## src/rtl/sp_pkg.sv

```systemverilog
package sp_pkg;
   typedef enum logic [1:0] {
      ST_IDLE = 2'd0,
      ST_SYNC = 2'd1,
      ST_DATA = 2'd2
   } sp_state_t;
endpackage

```

## src/rtl/sp_char_shifter.sv

```systemverilog
module sp_char_shifter #(
   parameter int W = 8
) (
   input  logic         clk,
   input  logic         rst_n,
   input  logic         load,
   input  logic [W-1:0] load_char,
   input  logic         rev,
   input  logic         step,
   output logic         bit_out,
   output logic         at_last
);
   localparam int IW = (W > 1) ? $clog2(W) : 1;
   localparam logic [IW-1:0] LAST_IDX = IW'(W - 1);

   logic [W-1:0]  image;
   logic [W-1:0]  flipped;
   logic [IW-1:0] idx;

   generate
      for (genvar g = 0; g < W; g++) begin : g_flip
         assign flipped[g] = load_char[W-1-g];
      end
   endgenerate

   always_ff @(posedge clk or negedge rst_n) begin
      if (!rst_n) begin
         image <= '1;
         idx   <= '0;
      end else if (load) begin
         image <= rev ? flipped : load_char;
         idx   <= '0;
      end else if (step && idx != LAST_IDX) begin
         idx <= idx + 1'b1;
      end
   end

   assign bit_out = image[idx];
   assign at_last = (idx == LAST_IDX);
endmodule

```

## src/rtl/sp_run_ctr.sv

```systemverilog
module sp_run_ctr #(
   parameter int CW = 4
) (
   input  logic          clk,
   input  logic          rst_n,
   input  logic          load,
   input  logic [CW-1:0] load_val,
   input  logic          dec,
   output logic          zero
);
   logic [CW-1:0] left;

   always_ff @(posedge clk or negedge rst_n) begin
      if (!rst_n)                left <= '0;
      else if (load)             left <= load_val;
      else if (dec && left != 0) left <= left - 1'b1;
   end

   assign zero = (left == '0);
endmodule

```

## src/rtl/sync_pair_framer.sv

```systemverilog
module sync_pair_framer
   import sp_pkg::*;
#(
   parameter int CHAR_W = 8,
   parameter int CNT_W  = 4
) (
   input  logic              clk,
   input  logic              rst_n,
   input  logic              bit_en,
   input  logic [CHAR_W-1:0] sync_a,
   input  logic [CHAR_W-1:0] sync_b,
   input  logic [CNT_W-1:0]  pair_cnt,
   input  logic              msb_first,
   input  logic [CHAR_W-1:0] in_data,
   input  logic              in_valid,
   input  logic              in_last,
   output logic              in_ready,
   output logic              txd,
   output logic              active
);
   generate
      if (CHAR_W < 2) begin : g_bad_w
         $error("CHAR_W must be at least 2");
      end
      if (CNT_W < 1) begin : g_bad_c
         $error("CNT_W must be at least 1");
      end
   endgenerate

   sp_state_t         state, state_n;
   logic              phase_b, phase_b_n;
   logic              cur_last;
   logic              sh_load, sh_bit, sh_last;
   logic [CHAR_W-1:0] sh_char;
   logic              ctr_load, ctr_dec, ctr_zero;
   logic              boundary;
   logic              take;

   assign boundary = bit_en && sh_last && (state != ST_IDLE);

   always_comb begin
      state_n   = state;
      phase_b_n = phase_b;
      sh_load   = 1'b0;
      sh_char   = sync_a;
      ctr_load  = 1'b0;
      ctr_dec   = 1'b0;
      in_ready  = 1'b0;
      unique case (state)
         ST_IDLE: begin
            if (in_valid) begin
               sh_load   = 1'b1;
               ctr_load  = 1'b1;
               phase_b_n = 1'b0;
               state_n   = ST_SYNC;
            end
         end
         ST_SYNC: begin
            if (boundary) begin
               sh_load = 1'b1;
               if (!phase_b) begin
                  sh_char   = sync_b;
                  phase_b_n = 1'b1;
               end else if (!ctr_zero) begin
                  ctr_dec   = 1'b1;
                  phase_b_n = 1'b0;
               end else begin
                  in_ready  = 1'b1;
                  phase_b_n = 1'b0;
                  if (in_valid) begin
                     sh_char = in_data;
                     state_n = ST_DATA;
                  end
               end
            end
         end
         ST_DATA: begin
            if (boundary) begin
               phase_b_n = 1'b0;
               if (!cur_last) begin
                  in_ready = 1'b1;
                  sh_load  = 1'b1;
                  if (in_valid) sh_char = in_data;
                  else          state_n = ST_SYNC;
               end else if (in_valid) begin
                  sh_load  = 1'b1;
                  ctr_load = 1'b1;
                  state_n  = ST_SYNC;
               end else begin
                  state_n = ST_IDLE;
               end
            end
         end
         default: state_n = ST_IDLE;
      endcase
   end

   assign take = in_ready && in_valid;

   always_ff @(posedge clk or negedge rst_n) begin
      if (!rst_n) begin
         state    <= ST_IDLE;
         phase_b  <= 1'b0;
         cur_last <= 1'b0;
      end else begin
         state   <= state_n;
         phase_b <= phase_b_n;
         if (take) cur_last <= in_last;
      end
   end

   sp_char_shifter #(.W(CHAR_W)) u_shift (
      .clk       (clk),
      .rst_n     (rst_n),
      .load      (sh_load),
      .load_char (sh_char),
      .rev       (msb_first),
      .step      (bit_en && state != ST_IDLE),
      .bit_out   (sh_bit),
      .at_last   (sh_last)
   );

   sp_run_ctr #(.CW(CNT_W)) u_ctr (
      .clk      (clk),
      .rst_n    (rst_n),
      .load     (ctr_load),
      .load_val (pair_cnt),
      .dec      (ctr_dec),
      .zero     (ctr_zero)
   );

   assign active = (state != ST_IDLE);
   assign txd    = active ? sh_bit : 1'b1;
endmodule

```

## config.mk

```make
export PLATFORM = sky130hd
export DESIGN_NAME = sync_pair_framer
export DESIGN_NICKNAME = d
export VERILOG_FILES = /design/src/rtl/sp_pkg.sv /design/src/rtl/sp_char_shifter.sv /design/src/rtl/sp_run_ctr.sv /design/src/rtl/sync_pair_framer.sv
export SDC_FILE = /design/constraint.sdc
export NUM_CORES = 1
export LEC_CHECK = 0
export BUFFER_PORTS_ARGS = -buffer_cell sky130_fd_sc_hd__buf_2
export CAP_MARGIN = 20
export CORE_MARGIN = 2
export CORE_UTILIZATION = 59
export CTS_CLUSTER_DIAMETER = 200
export CTS_CLUSTER_SIZE = 20
export DETAILED_ROUTE_END_ITERATION = 12
export GPL_TIMING_DRIVEN = 0
export PLACE_DENSITY = 0.87
export SLEW_MARGIN = 20
export SYNTH_ARGS = -nofsm -noshare
export SYNTH_HDL_FRONTEND = slang
export SYNTH_SLANG_ARGS = --single-unit
```

## constraint.sdc

```tcl
create_clock -name clk -period 6.1 [get_ports clk]
set_clock_uncertainty 0.15 [all_clocks]
set_input_delay 0.61 -clock clk [delete_from_list [all_inputs] [get_ports clk]]
set_output_delay 0.61 -clock clk [all_outputs]
set_load 0.05 [all_outputs]
```

==> run_results.csv <==
group,metric,value,unit
die,io_pins,37,
global_routing,grt_max_degree,20,
power_and_ir_drop,p_leak,0.000844,µW
cts,cts-resized-gates,0,
cells_and_area,multi_input_area,1130,µm²
routing,vias,1692,
cts,path_clk_slew,0.13,ns
cts,insertion_delay,0.31,ns
cts,cts_hold_repair.buffers,0,
timing,slew_violations,0,
timing,relSlewSlack,60.3,%
cells_and_area,nFillCells,236,
placement,portBuffers,36,
global_routing,grt_pass1_wl,6650,µm
timing,fin_crit_sh,42.0,%
routing,avgRoutedWirePerCell,15.6,µm
critical_path,critPathCaptureType,"primary output",
cts,numCtsBuffers,3,
run,max_cap_viol_count,0,
global_routing,antenna_found_initial,0,
die,initial_core_util,62.4,%
yosys,ys_ff_latch,19,
global_routing,grt_usage,25.5,%
die,core_area,2760,µm²
yosys,synth_area_leaders,"dfrtp_1 16%, dfstp_2 12%, o221ai_1 6.6%, mux2i_1 6.4%, ha_1 5.8%",
yosys,avgSynthCellArea,9.01,µm²
global_routing,grt_pass1_vias,1487,
routing,postRouteAntennaNets,0,
power_and_ir_drop,power.density,395,nW/µm²
routing,drtIter0Drc,152,
min_path,holdCritPathClass,"input pin to async pin",
die,die-area,3370,µm²
critical_path,crit_fanout,9,
cells_and_area,syn_to_final_growth,14.3,%
yosys,syn_area,1720,µm²
critical_path,crit_start,"state[0]$_DFFE_PN0P_",
yosys,synth_async_sr_flop_share,100,%
placement,place_ws,3.69,ns
placement,hpwl,3130,µm
routing,avgViaCountPerCell,6.46,
critical_path,crit_buf_inv,3,
cells_and_area,seqCellArea,485,µm²
power_and_ir_drop,finalPower,777,µW
timing,setup_viol,0,
cts,clk_path_buf_depth,2,
yosys,synth_common_cells,"16 x a21oi_1, 14 x nand2_1, 14 x o21ai_0",
cts,post_cts.repair.setup_buffers,0,
placement,routabilityCongestion,0.946,
yosys,synth_flop_cell,"dfrtp_1",
die,fp.dieW,58.0,µm
critical_path,r2r-start,"state[0]$_DFFE_PN0P_",
power_and_ir_drop,ir_drop,0.307,mV
critical_path,path_cells,"inv_1 -> ha_1 -> buf_6 -> nand4b_4 -> nor2_1 -> buf_2",
yosys,synth_top_area_share,16.0,%
critical_path,crit_family,"buffers and inverters",
die,die_h,58.0,µm
global_routing,grt_overflow,0,
cells_and_area,drive_above_1_share,26.8,%
timing,rsz0062_at_grt,"no",
critical_path,slowest_delay,0.44,ns
yosys,ys_seq_area_share,28.2,%
outcome,outcome,"completed",
critical_path,slowest_stage,"dfrtp_1",
yosys,synth_cell_type_count,48,
cells_and_area,fin_nets,274,
yosys,yosys.area.top_type,"dfrtp_1",
cts,root_buffer,"clkbuf_4",
yosys,syn_nets,233,
timing,setup_tns,0,ns
timing,fin_ws,3.54,ns
timing,fmax,390,MHz
routing,drt-total-wl,4090,µm
cts,cts_tree,"built",
routing,drtPass1Iterations,4,
routing,drc,0,
critical_path,worstSetupStartpointType,"flip-flop",
timing,whs,0.0593,ns
critical_path,crit_arrival,1.80,ns
timing,tightest_slew,0.595,ns
cells_and_area,num_antenna_cells,0,
critical_path,required,5.34,ns
cts,htree_levels,1,
timing,final.min_clock_period,2.56,ns
yosys,yosysMostFrequentCell,"a21oi_1",
yosys,synth-edff-count,0,
cts,clkSinkCount,19,
yosys,yosysWarnings,0,
die,rows,19,
yosys,synthCells,191,
critical_path,path_class,"flip-flop to primary output",
timing,timing_hold_violations_final,0,
final cells by class:
cell class / instances / share of cell area (%)
repair buffers: 36 / 9.15
inverters: 9 / 1.72
clock inverters: 1 / 0.254
multi-input cells: 151 / 57.5
well taps: 31 / 1.97
plain buffers: 12 / 3.62
flip-flops and latches: 19 / 24.7
clock buffers: 3 / 1.14
per-stage QoR:
stage / instances / util (%) / cell area (µm²)
3_3_place_gp: 258 / 70.4 / 1940
5_1_grt: 262 / 71.4 / 1970
6_report: 262 / 71.4 / 1970
2_1_floorplan: 191 / - / 1720
4_1_cts: 262 / 71.4 / 1970
3_5_place_dp: 258 / 70.4 / 1940
kinds of logic (layout without fill, tap and decap cells):
family	count (synthesis)	after routing	share of synthesized area (%)
adder cells (fa/ha/maj)	8	8	5.81
XOR/XNOR	5	5	2.54
multiplexers	16	16	11.2
flip-flops	19	19	28.2
AND/OR/NAND/NOR	45	45	14.5
buffers and inverters	21	61	6.10
AO/OA/AOI/OAI	77	77	31.7
registers in the layout (all words and copies together), names as in the netlist:
signal	count
u_ctr.left	4
u_shift.idx	3
phase_b	1
cur_last	1
u_shift.image	8
state	2
metal layers:
metal	vias to the layer above	wire length (µm)	track usage [%]
met5	-	0	0
met4	0	73	7.31
met3	9	318	3.79
met2	78	1840	39.8
met1	786	1850	36.7
li1	819	-	-
cells in the final DEF (no fill, tap or decap), types with 4 or more instances in the layout:
master | Yosys | final
buf_2 | 3 | 39
a21oi_1 | 16 | 16
nand2_1 | 14 | 14
o21ai_0 | 14 | 14
o221ai_1 | 13 | 13
nor2_1 | 11 | 11
mux2i_1 | 11 | 11
dfrtp_1 | 11 | 11
inv_1 | 9 | 9
o31ai_1 | 8 | 8
ha_1 | 8 | 8
dfstp_2 | 8 | 8
a311o_1 | 7 | 7
clkbuf_1 | 5 | 5
o21ai_1 | 4 | 4
nand3_1 | 4 | 4
xnor2_1 | 4 | 4
worst paths after layout:
path | end | slack, ns | depth (start not counted)
setup / recovery | in_ready | 3.54 | 6
hold / removal | u_ctr.left[3]$_DFFE_PN0P_ | 0.06 | 1
setup reg to reg | u_shift.image[0]$_DFFE_PN1P_ | 3.63 | 8
hold reg to reg | u_shift.image[6]$_DFFE_PN1P_ | 0.38 | 2
max in group asynchronous | u_shift.image[7]$_DFFE_PN1P_ | 5.40 | 1
min in group clk | u_ctr.left[1]$_DFFE_PN0P_ | 0.37 | 2
report_power, final:
group          switching (µW)  leakage [µW]  internal [µW]  total [µW]
combinational             272      0.000605            199         471
sequential               43.5      0.000221            193         237
clock                    44.7     0.0000177           24.5        69.2
total                     360      0.000844            417         777
Power figures use the tool's default switching activity.
